## config.mk

```make
export PLATFORM = sky130hd
export DESIGN_NAME = ptr_unit
export DESIGN_NICKNAME = d
export VERILOG_FILES = /design/src/rtl/ptr_pkg.sv /design/src/rtl/ptr_decode.sv /design/src/rtl/ptr_arith.sv /design/src/rtl/ptr_unit.sv
export SDC_FILE = /design/constraint.sdc
export NUM_CORES = 1
export LEC_CHECK = 0
export ABC_AREA = 1
export ABC_CLOCK_PERIOD_IN_PS = 4500
export BUFFER_PORTS_ARGS = -buffer_cell sky130_fd_sc_hd__buf_2
export CORE_ASPECT_RATIO = 1.2
export CORE_UTILIZATION = 58
export DETAILED_ROUTE_END_ITERATION = 10
export PLACE_DENSITY = 0.86
export SYNTH_ARGS = -nofsm -noshare
export SYNTH_HDL_FRONTEND = slang
export SYNTH_HIERARCHICAL = 1
export SYNTH_SLANG_ARGS = --single-unit
```

## constraint.sdc

```tcl
create_clock -name vclk -period 4.5
set_input_delay 1.35 -clock vclk [all_inputs]
set_output_delay 1.35 -clock vclk [all_outputs]
set_load 0.05 [all_outputs]
```

## src/rtl/ptr_pkg.sv

```systemverilog
// Package: shared mode encoding and pointer placement helper for the
// indirect address pointer unit. Assumes pointers occupy the top
// 2*NUM_PTRS entries of the register file, lowest pointer first.
package ptr_pkg;

    typedef enum logic [1:0] {
        AM_PLAIN   = 2'd0,
        AM_DISP    = 2'd1,
        AM_POSTINC = 2'd2,
        AM_PREDEC  = 2'd3
    } amode_e;

    // Low-byte register index of pointer k.
    function automatic int ptr_base(input int k, input int nregs, input int nptrs);
        return nregs - 2 * (nptrs - k);
    endfunction

endpackage

```

## src/rtl/ptr_decode.sv

```systemverilog
// Module: ptr_decode
// Checks the pointer select and mode for legality and produces the
// register indices of the selected pair. Assumes ptr_sel values at or
// above NUM_PTRS name no pointer, and that pointers below DISP_FIRST
// may not be used with the displacement mode.
module ptr_decode
    import ptr_pkg::*;
#(
    parameter int NUM_REGS   = 32,
    parameter int NUM_PTRS   = 3,
    parameter int SEL_W      = 2,
    parameter int DISP_FIRST = 1,
    localparam int IDX_W     = $clog2(NUM_REGS)
) (
    input  logic             req_valid,
    input  logic [SEL_W-1:0] ptr_sel,
    input  amode_e           mode,
    output logic             legal,
    output logic             illegal,
    output logic [IDX_W-1:0] hi_idx,
    output logic [IDX_W-1:0] lo_idx
);

    logic [NUM_PTRS-1:0] hit;
    logic [NUM_PTRS-1:0] disp_ok;
    logic [IDX_W-1:0]    base_tbl [NUM_PTRS];

    // One comparator and one base index per pointer.
    for (genvar k = 0; k < NUM_PTRS; k++) begin : g_ptr
        assign hit[k]      = (ptr_sel == SEL_W'(k));
        assign disp_ok[k]  = (k >= DISP_FIRST);
        assign base_tbl[k] = IDX_W'(ptr_base(k, NUM_REGS, NUM_PTRS));
    end

    logic sel_ok;
    logic mode_ok;

    // Reduce the per-pointer hits into indices and legality terms.
    always_comb begin
        sel_ok  = 1'b0;
        mode_ok = 1'b1;
        lo_idx  = '0;
        for (int k = 0; k < NUM_PTRS; k++) begin
            if (hit[k]) begin
                sel_ok  = 1'b1;
                lo_idx  = base_tbl[k];
                mode_ok = (mode != AM_DISP) || disp_ok[k];
            end
        end
        hi_idx = sel_ok ? lo_idx + IDX_W'(1) : '0;
    end

    // Final legality of the request.
    always_comb begin
        legal   = req_valid && sel_ok && mode_ok;
        illegal = req_valid && !(sel_ok && mode_ok);
    end

    // Legal and illegal are never raised together.
    always_comb begin
        p_legal_excl_r8: assert (!(legal && illegal))
            else $error("legal and illegal both set");
    end

    // A legal select always names an even low index with the high byte next to it.
    always_comb begin
        if (legal) begin
            p_pair_adjacent_r1: assert (hi_idx == lo_idx + IDX_W'(1) && lo_idx[0] == 1'b0)
                else $error("pair indices not adjacent");
        end
    end

endmodule

```

## src/rtl/ptr_arith.sv

```systemverilog
// Module: ptr_arith
// Forms the effective address and the updated pointer for one access.
// Assumes a 16-bit (ADDR_W) pointer; all arithmetic wraps modulo 2^ADDR_W.
// The displacement is unsigned and zero-extended.
module ptr_arith
    import ptr_pkg::*;
#(
    parameter int ADDR_W = 16,
    parameter int DISP_W = 6
) (
    input  logic [ADDR_W-1:0] ptr,
    input  amode_e            mode,
    input  logic [DISP_W-1:0] disp,
    output logic [ADDR_W-1:0] ea,
    output logic [ADDR_W-1:0] next_ptr,
    output logic              upd
);

    logic [ADDR_W-1:0] ptr_inc;
    logic [ADDR_W-1:0] ptr_dec;
    logic [ADDR_W-1:0] ptr_off;

    // Three candidate sums, computed in parallel.
    always_comb begin
        ptr_inc = ptr + ADDR_W'(1);
        ptr_dec = ptr - ADDR_W'(1);
        ptr_off = ptr + ADDR_W'(disp);
    end

    // Mode selects the address, the write-back value and whether to write.
    always_comb begin
        unique case (mode)
            AM_PLAIN:   begin ea = ptr;     next_ptr = ptr;     upd = 1'b0; end
            AM_DISP:    begin ea = ptr_off; next_ptr = ptr;     upd = 1'b0; end
            AM_POSTINC: begin ea = ptr;     next_ptr = ptr_inc; upd = 1'b1; end
            AM_PREDEC:  begin ea = ptr_dec; next_ptr = ptr_dec; upd = 1'b1; end
            default:    begin ea = ptr;     next_ptr = ptr;     upd = 1'b0; end
        endcase
    end

    // Post-increment writes back one more than the address it used.
    always_comb begin
        if (mode == AM_POSTINC) begin
            p_postinc_step_r6: assert (next_ptr - ea == ADDR_W'(1))
                else $error("post-increment step wrong");
        end
    end

    // Pre-decrement uses the value it writes back, one below the old pointer.
    always_comb begin
        if (mode == AM_PREDEC) begin
            p_predec_same_r7: assert (ea == next_ptr && ptr - ea == ADDR_W'(1))
                else $error("pre-decrement address mismatch");
        end
    end

    // Modes without a side effect leave the pointer untouched.
    always_comb begin
        if (!upd) begin
            p_no_side_effect_r5: assert (next_ptr == ptr)
                else $error("pointer changed without update");
        end
    end

endmodule

```

## src/rtl/ptr_unit.sv

```systemverilog
// Module: ptr_unit (top)
// Indirect address pointer unit: reads the selected register pair, forms
// the effective address and the pointer write-back for one load/store in
// the same cycle. Assumes the register file answers the read port
// combinationally. All outputs are zero when no legal request is present.
module ptr_unit
    import ptr_pkg::*;
#(
    parameter int NUM_REGS   = 32,
    parameter int REG_W      = 8,
    parameter int NUM_PTRS   = 3,
    parameter int SEL_W      = 2,
    parameter int DISP_W     = 6,
    parameter int DISP_FIRST = 1,
    localparam int IDX_W     = $clog2(NUM_REGS),
    localparam int ADDR_W    = 2 * REG_W
) (
    input  logic              req_valid,
    input  logic [SEL_W-1:0]  ptr_sel,
    input  logic [1:0]        mode,
    input  logic [DISP_W-1:0] disp,
    output logic [IDX_W-1:0]  rd_hi_idx,
    output logic [IDX_W-1:0]  rd_lo_idx,
    input  logic [REG_W-1:0]  rd_hi_data,
    input  logic [REG_W-1:0]  rd_lo_data,
    output logic [ADDR_W-1:0] ea,
    output logic              ea_valid,
    output logic              illegal,
    output logic              wb_en,
    output logic [IDX_W-1:0]  wb_hi_idx,
    output logic [IDX_W-1:0]  wb_lo_idx,
    output logic [REG_W-1:0]  wb_hi_data,
    output logic [REG_W-1:0]  wb_lo_data
);

    amode_e            mode_e;
    logic              legal;
    logic [ADDR_W-1:0] ptr_val;
    logic [ADDR_W-1:0] ea_raw;
    logic [ADDR_W-1:0] next_raw;
    logic              upd_raw;

    // Interpret the mode bits and assemble the pointer from its pair.
    always_comb begin
        mode_e  = amode_e'(mode);
        ptr_val = {rd_hi_data, rd_lo_data};
    end

    ptr_decode #(
        .NUM_REGS   (NUM_REGS),
        .NUM_PTRS   (NUM_PTRS),
        .SEL_W      (SEL_W),
        .DISP_FIRST (DISP_FIRST)
    ) u_decode (
        .req_valid (req_valid),
        .ptr_sel   (ptr_sel),
        .mode      (mode_e),
        .legal     (legal),
        .illegal   (illegal),
        .hi_idx    (rd_hi_idx),
        .lo_idx    (rd_lo_idx)
    );

    ptr_arith #(
        .ADDR_W (ADDR_W),
        .DISP_W (DISP_W)
    ) u_arith (
        .ptr      (ptr_val),
        .mode     (mode_e),
        .disp     (disp),
        .ea       (ea_raw),
        .next_ptr (next_raw),
        .upd      (upd_raw)
    );

    // Gate every result with legality so idle and illegal cycles are all-zero.
    always_comb begin
        ea_valid   = legal;
        ea         = legal ? ea_raw : '0;
        wb_en      = legal && upd_raw;
        wb_hi_idx  = wb_en ? rd_hi_idx : '0;
        wb_lo_idx  = wb_en ? rd_lo_idx : '0;
        wb_hi_data = wb_en ? next_raw[ADDR_W-1:REG_W] : '0;
        wb_lo_data = wb_en ? next_raw[REG_W-1:0] : '0;
    end

    // No request means a silent unit.
    always_comb begin
        if (!req_valid) begin
            p_idle_quiet_r9: assert (!ea_valid && !illegal && !wb_en && ea == '0)
                else $error("outputs active without request");
        end
    end

    // An illegal request produces neither address nor write.
    always_comb begin
        if (illegal) begin
            p_illegal_silent_r8: assert (!ea_valid && !wb_en && ea == '0)
                else $error("illegal request produced output");
        end
    end

    // Write-back happens only in the two self-updating modes.
    always_comb begin
        if (wb_en) begin
            p_wb_mode_r4: assert (mode_e == AM_POSTINC || mode_e == AM_PREDEC)
                else $error("write-back in a non-updating mode");
        end
    end

    // A legal request is always answered with a valid address.
    always_comb begin
        if (req_valid && !illegal) begin
            p_legal_answer_r10: assert (ea_valid)
                else $error("legal request without address");
        end
    end

endmodule

```

==> results.md, run 1 <==
- Worst hold stages: 4
- Status: completed
- Netlist cell types: 35
- Internal power: a little under 0.0001 W
- Crit path launch: rd_lo_data[0]
- Power per cell area: 123 nW/um^2
- DR vias: between 3000 and 4000
- Area of the multi-input gates: roughly 1900 um^2
- Core ar.: a little under 4000 um^2
- Sw Pwr: approximately 0.00026 W
- Total GRT Usage: 32.9%
- Commonest cells in the netlist: nand2_1, inv_1, nand3_1
- Largest net degree at the start of global routing: 28
- Post-Syn Instances: 474
- Register area: 0 um^2
- Antenna violations before repair: 0
- Routed Wire Length: between 7 and 8 mm
- Hold Buf Count CTS: 0
- CP Launch Type: input port
- Die footprint: 4470 um^2
- Share of cells above drive strength 1: between 20% and 30%
- Port Buf Inserts: 80
- Crit path max fanout: 6
- Endpoints failing setup: 0
- Hold Fails Final Rpt: 0
- Total nets after synthesis: between 500 and 600
- Slew Limit Fails: 0
- Routed WL per cell: 12.1 um
- Register share of total power: 0%
- DRC Markers: 0
- DIE HEIGHT: approximately 73 um
- Synth Warn #: 6
- Min Tclk post-route: about 4.4 ns
- DRT iter0 DRCs: slightly below 300
- Placer Congestion: slightly below 1
- Top cell type's share of synthesized area: 18.9%
- Vias per cell: 5.27
- First-pass GRT wire length: about 12 mm
- Starting density of the core: between 60 and 70%
- Syn_area_per_cell: slightly above 5 um^2
- Hold WC Path Type: in2out
- Lkg Pwr: ~1.7 nW
- Worst Path Required: about 3.2 ns
- Antenna viol nets, final: 0
- FP Rows: 25
- Die width: ~61 um
- Post CTS Setup Buffer Count: 0
- Max Freq: 229 MHz
- Ant diodes: 0
- Seq/Total Area, Yosys: 0%
- Fin Setup TNS: 0 ns
- Hold_ws: about 3.1 ns
- Area of the mapped netlist: 2440 um^2
- Max VDD drop: ~0.1 mV
- Io pins: between 80 and 90
- Clock power share: 0%
- Count leader, synth: nand2_1
- Pre-Repair DR Iteration Count: 5
- Setup crit end: wb_hi_data[6]
- Clkbuf count: 0
- Gate power share: 100.0%
- # fillers: between 300 and 400
- Setup CP Type: in2out
- Sw Ratio: 72.8%
- Setup crit end kind: output port
- Number of global-route vias before repair: around 2800
- Grt ovf: 0
- Unrepaired setup endpoints after global routing: false
- Max-cap violations: 0
- Synthesis-to-finish area growth: 18.1%
- Tcrit/Tclk final: a little over nine tenths
- Final #Nets: 588
- Hpwl dp: ~5.9 mm
- Worst EP arrival: 3.02 ns
- Num sequential: 0
- Cell taking the most area after synthesis: nand2_1
- Main area contributors after synthesis: nand2_1, inv_1, nand3_1, ha_1, nor2_4
-- metal layers --
layer	up-vias	track usage (%)	share of wire [%]
met2	147	55.7	49
li1	1611	-	-
met5	-	0	0
met3	20	1.95	6.2
met1	1379	41.9	41
met4	0	14.6	3.0
-- layout by cell type, fill, tap and decap left out, drive strengths merged --
cell type	n
a21boi	1
a21oi	16
a31oi	1
and2	1
buf	94
clkbuf	1
clkinv	1
conb	1
fa	1
ha	13
inv	101
nand2	128
nand3	60
nand3b	1
nand4	4
nor2	71
nor3	3
o211ai	7
o21ai	28
o21bai	1
o221ai	6
o22ai	1
xnor2	1
xor2	3
-- repair_timing --
action                                  4_1_cts  5_1_grt
endpoints found under the setup margin        0        7
gates resized for setup                       0       11
hold endpoints to repair                      0        0
-- area by class of cell --
| cell class | instances | area share (%) |
|---|---|---|
| inverter | 102 | 13.3 |
| multi-input combinational | 348 | 66.0 |
| tap | 54 | 2.34 |
| timing repair buffer | 95 | 18.3 |
-- power by group through the flow --
stage	Clock, W	Combinational, W	Sequential (W)
2_1_floorplan	0	0.000272	0
3_3_place_gp	0	0.000340	0
3_5_place_dp	0	0.000346	0
4_1_cts	0	0.000347	0
5_1_grt	0	0.000382	0
6_report	0	0.000353	0
-- critical path: stages --
cell and delay, ns:
buf_2 0.11, buf_4 0.15, inv_2 0.08, ha_1 0.23, inv_1 0.13, nor2_4 0.20
nand2_1 0.09, o21ai_1 0.12, nand3_1 0.10, nand3_1 0.09, inv_1 0.06, nor2_4 0.09
clkbuf_4 0.23
-- through the flow --
| step | util, % | worst slack, ns | power [W] | area, um^2 | std cells |
|---|---|---|---|---|---|
| 2_1_floorplan | - | 0.0654 | 0.000272 | 2440 | 474 |
| 3_3_place_gp | 71.8 | 0.151 | 0.000340 | 2850 | 599 |
| 3_5_place_dp | 71.8 | 0.0754 | 0.000346 | 2850 | 599 |
| 4_1_cts | 71.8 | 0.0706 | 0.000347 | 2850 | 599 |
| 5_1_grt | 72.5 | 0.0130 | 0.000382 | 2880 | 599 |
| 6_report | 72.5 | 0.130 | 0.000353 | 2880 | 599 |
-- logic make-up (layout without fill, tap and decap cells) --
family / Yosys count / in the layout / share of synthesized area (%)
other: 1 / 1 / 0.154
adders and majority gates: 14 / 14 / 7.49
and+or+nand+nor: 268 / 268 / 53.8
buffers and inverters: 126 / 197 / 22.7
AOI/OAI and AO/OA: 61 / 61 / 14.5
xor gates and xnor gates: 4 / 4 / 1.44
-- how the worst min path moves through the flow --
stage / start / to
2_1_floorplan: rd_lo_data[0] / wb_lo_data[0]
3_3_place_gp: req_valid / illegal
3_5_place_dp: req_valid / illegal
4_1_cts: req_valid / illegal
5_1_grt: req_valid / illegal
6_report: req_valid / illegal
Note: power is estimated with default switching activity, not from simulation.
==> inputs of run 2 (changes only) <==
Settings changed: CORE_MARGIN set to 2, CORE_UTILIZATION 58 to 35, PLACE_DENSITY 0.86 to 0.55.
==> run 2 against run 1 <==
Final cell count rose by 6.0%. Cell area rose by 2.5%. Critical path depth fell by 1. Clock-buffer cell count did not move. Sequential share of layout area did not move. Core utilization fell by 29 points. Combinational power barely moved. Die area rose by 71%. First-iteration DRC count fell by 47%.
==> results.md, run 2 (synthesis gave the netlist of run 1 again) <==
- Clkbuf count: 0
- Num sequential: 0
- Min Tclk post-route: roughly 4.3 ns
- Starting density of the core: between 30% and 40%
- Register share of total power: 0%
- Share of cells above drive strength 1: between 20% and 30%
- Post-DP Area: between 2000 and 3000 um^2
- Port Buf Inserts: 80
- Core ar.: approximately 6800 um^2
- Most frequent cells in the layout: nand2_1, inv_1, buf_2, nand3_1, nor2_1
- Unrepaired setup endpoints after global routing: false
- Pre-Repair DR Iteration Count: 4
- Endpoints failing setup: 0
- Register area: 0 um^2
- Cell area after layout: 2950 um^2
- Gate power share: 100.0%
- Setup CP Type: in2out
- Grt ovf: 0
- Worst Path Required: ~3.2 ns
- CP Launch Type: input port
- First-pass GRT wire length: 13.0 mm
- Largest net degree at the start of global routing: 28
- Status: completed
- Synthesis-to-finish area growth: 21.1%
- Total GRT Usage: between 20 and 25%
- Fin Setup TNS: 0 ns
- Io pins: 82
- Die width: 80.2 um
- Sw Pwr: approximately 0.00026 W
- Vias per cell: 4.89
- Ant diodes: 0
- DR vias: 3106
- Die footprint: 7660 um^2
- Hold WC Path Type: in2out
- Hold Path Origin: req_valid
- DIE HEIGHT: 95.5 um
- DRC Markers: 0
- Placer Congestion: 0.909
- Final #Nets: 591
- Crit path launch: rd_lo_data[0]
- Lkg Pwr: 1.75 nW
- Sw Ratio: 72.4%
- Crit path max fanout: 9
- Slew Limit Fails: 0
- DRT iter0 DRCs: about 160
- Antenna viol nets, final: 0
- Internal power: between 0.00009 and 0.0001 W
- Tcrit/Tclk final: ~97%
- CP peak stage delay: around 0.39 ns
- FP Rows: 33
- # fillers: approximately 810
- Routed Wire Length: 7.82 mm
- Worst-path cell chain: buf_2 -> ha_1 -> inv_1 -> fa_1 -> inv_1 -> nand2_1 -> nand3_4 -> a21oi_1 -> o21ai_1 -> nand2_1 -> inv_1 -> buf_2
- Number of global-route vias before repair: between 2000 and 3000
- Clock power share: 0%
- Commonest non-fill, non-tap cell in the layout: nand2_1
- Routed WL per cell: approximately 12 um
- Hpwl dp: approximately 6.4 mm
- Setup crit end kind: output port
- Max VDD drop: around 0.065 mV
- Worst path slowest cell: fa_1
- Hold Buf Count CTS: 0
- CP dominant cell by count: inv_1
- Power per cell area: around 120 nW/um^2
- Antenna violations before repair: 0
- Max Freq: about 230 MHz
- Worst EP arrival: between 2 and 3 ns
- Max-cap violations: 0
- Hold Fails Final Rpt: 0
-- run 2: per-stage QoR --
stage / util (%) / total power, W / instances / hold slack, ns / setup slack, ns
final: 43.4 / 0.000355 / 635 / 3.10 / 0.157
after detailed placement: 42.8 / 0.000351 / 635 / 3.10 / 0.0803
after CTS: 42.8 / 0.000352 / 635 / 3.10 / 0.0849
after global routing: 43.4 / 0.000390 / 635 / 3.14 / 0.00349
after global placement: 42.8 / 0.000350 / 635 / 3.10 / 0.0924
after floorplan: - / 0.000272 / 474 / 2.91 / 0.0654
-- run 2: path summary, 6_finish.rpt --
path / end / slack (ns) / depth (start not counted)
setup / recovery: ea[14] / 0.16 / 12
hold / removal: illegal / 3.10 / 4
-- run 2: area by class of cell --
type	count	area (um^2)	area share, %
inverters	102	383	13.0
multi-input cells	348	1910	64.6
well taps	87	109	3.68
repair buffers	98	554	18.8
-- run 2: routing by layer --
| layer | vias up | global-route usage (%) | part of all wire (%) |
|---|---|---|---|
| li1 | 1617 | - | - |
| met1 | 1384 | 27.2 | 45 |
| met2 | 86 | 36.5 | 48 |
| met3 | 19 | 0.189 | 3.5 |
| met4 | 0 | 6.92 | 3.4 |
| met5 | - | 0 | 0 |
-- run 2: repair_timing --
item | CTS | global route
resized for setup | 0 | 15
buffers inserted | 0 | 0
setup endpoints to repair | 0 | 7
-- run 2: power groups by stage --
| stage | Sequential [W] | Combinational (W) | Clock (W) |
|---|---|---|---|
| floorplan | 0 | 0.000272 | 0 |
| global placement | 0 | 0.000350 | 0 |
| detailed placement | 0 | 0.000351 | 0 |
| CTS | 0 | 0.000352 | 0 |
| global route | 0 | 0.000390 | 0 |
| finish | 0 | 0.000355 | 0 |
-- run 2: worst max-delay path: cells and delay by family --
family	cells	cell delay, ns
compound gates	2	0.21
fa+ha+maj	2	0.55
simple gates	3	0.31
buf+inv	5	0.56
==> inputs of run 3 (changes only) <==
Settings changed: BUFFER_PORTS_ARGS -buffer_cell sky130_fd_sc_hd__buf_2 to -buffer_cell sky130_fd_sc_hd__buf_4.
==> run 3 against run 2 <==
Wire length rose by 3.4%. Cell area is 4.3% higher. Via count down 2.3%. Critical path depth increased by 2. Global-route usage grew 0.64 points. Critical path type unchanged. Final cell count fell by 1.3%. Worst hold slack better by 0.0014 ns. Worst setup slack lost 0.0016 ns. Sequential share of layout area did not move.
==> results.md, run 3 (synthesis gave the netlist of run 1 again) <==
- Status: completed
- Core ar.: 6810 um^2
- Placed cells: 627
- Worst Path Required: ~3.2 ns
- Die footprint: 7660 um^2
- Vias per cell: about 4.8
- Total chip power: 0.000374 W
- Setup crit end kind: output port
- Grt ovf: 0
- Max VDD drop: roughly 0.056 mV
- Worst hold stages: 4
- Placer Congestion: 0.922
- Hold_ws: between 3 and 4 ns
- Port Buf Inserts: 80
- Power per cell area: about 120 nW/um^2
- WL met3: between 300 and 400 um
- Antenna violations before repair: 0
- Lkg Pwr: between 1.5 and 2 nW
- Register area: 0 um^2
- Crit path max fanout: 9
- Met2 wire length: between 3 and 4 mm
- Post CTS Setup Buffer Count: 0
- Setup CP Type: in2out
- Hold Path Origin: req_valid
- Most frequent cells in the layout: nand2_1, inv_1, buf_4, nand3_1, nor2_1
- Tcrit/Tclk final: between 90% and 100%
- DIE HEIGHT: between 90 and 100 um
- Antenna viol nets, final: 0
- Die width: around 80 um
- Dpl ws: approximately 0.1 ns
- DRT iter0 DRCs: 147
- DR vias: a little over 3000
- Worst EP arrival: between 2 and 3 ns
- Hold WC Path Type: in2out
- Highest metal used: met4
- Endpoints failing setup: 0
- Hold Fails Final Rpt: 0
- Max Freq: approximately 230 MHz
- Commonest non-fill, non-tap cell in the layout: nand2_1
- Routed WL per cell: roughly 13 um
- Synthesis-to-finish area growth: 26.3%
- CP Launch Type: input port
- First-pass GRT wire length: 13.2 mm
- WHS Endpoint: illegal
- Post-Route M1 WL: about 3.6 mm
- Hpwl dp: ~6.4 mm
- Post-route worst setup slack: roughly 0.16 ns
- Share of cells above drive strength 1: between 20% and 30%
- Fin Setup TNS: 0 ns
- Largest net degree at the start of global routing: 28
- Slew Limit Fails: 0
- Total GRT Usage: between 20% and 30%
- Max-cap violations: 0
- Routed Wire Length: roughly 8 mm
- Number of global-route vias before repair: ~2700
- FP Rows: 33
- Io pins: about 80
- Final #Nets: about 580
- Layout Cells excl Fill: 627
- Min Tclk post-route: about 4.3 ns
- Clkbuf count: 0
- Num sequential: 0
- DRC Markers: 0
- Starting density of the core: between 30% and 40%
- Pre-Repair DR Iteration Count: 5
- Ant diodes: 0
- Unrepaired setup endpoints after global routing: false
- Hold Buf Count CTS: 0
run 3: cell count changes in the layout (fill, tap and decap cells not counted), sizes merged:
cell    delta
clkbuf     -2
buf        -6
run 3: stage by stage:
step           util, %  cell area, um^2
2_1_floorplan        -             2440
4_1_cts           44.9             3060
5_1_grt           45.2             3080
3_3_place_gp      44.9             3060
3_5_place_dp      44.9             3060
6_report          45.2             3080
run 3: repair_timing:
action / CTS / global route
hold endpoints to repair: 0 / 0
gates resized for setup: 0 / 5
endpoints found under the setup margin: 0 / 6
run 3: area by class of cell:
cell class | instances | area [um^2]
fillers | 797 | 3730
multi-input cells | 348 | 1910
repair buffers | 90 | 683
inverters | 102 | 383
well taps | 87 | 109
run 3: critical path: stages:
cell     delay, ns
buf_4         0.10
ha_1          0.20
inv_1         0.07
fa_1          0.38
inv_1         0.10
nand2_1       0.12
nand3_4       0.13
nand3_1       0.08
nand2_1       0.06
nand2_1       0.04
nand3_1       0.06
nand2_1       0.05
inv_1         0.06
buf_4         0.18
run 3: how the worst max path moves through the flow:
stage | startpoint | depth (start not counted) | endpoint
detailed placement | rd_lo_data[0] | 14 | ea[10]
global route | rd_lo_data[0] | 14 | ea[10]
floorplan | ptr_sel[1] | 10 | wb_hi_data[7]
global placement | rd_lo_data[0] | 14 | ea[10]
CTS | rd_lo_data[0] | 14 | ea[10]
finish | rd_lo_data[0] | 14 | ea[8]
run 3: metal layers:
| layer | vias up | GRT usage, % |
|---|---|---|
| met3 | 10 | 0.568 |
| met1 | 1329 | 28.4 |
| li1 | 1606 | - |
| met2 | 89 | 38.5 |
| met5 | - | 0 |
| met4 | 0 | 3.95 |
run 3: where the power goes:
part           internal (W)  switching [W]
registers                 0              0
clock network             0              0
logic              0.000115       0.000259
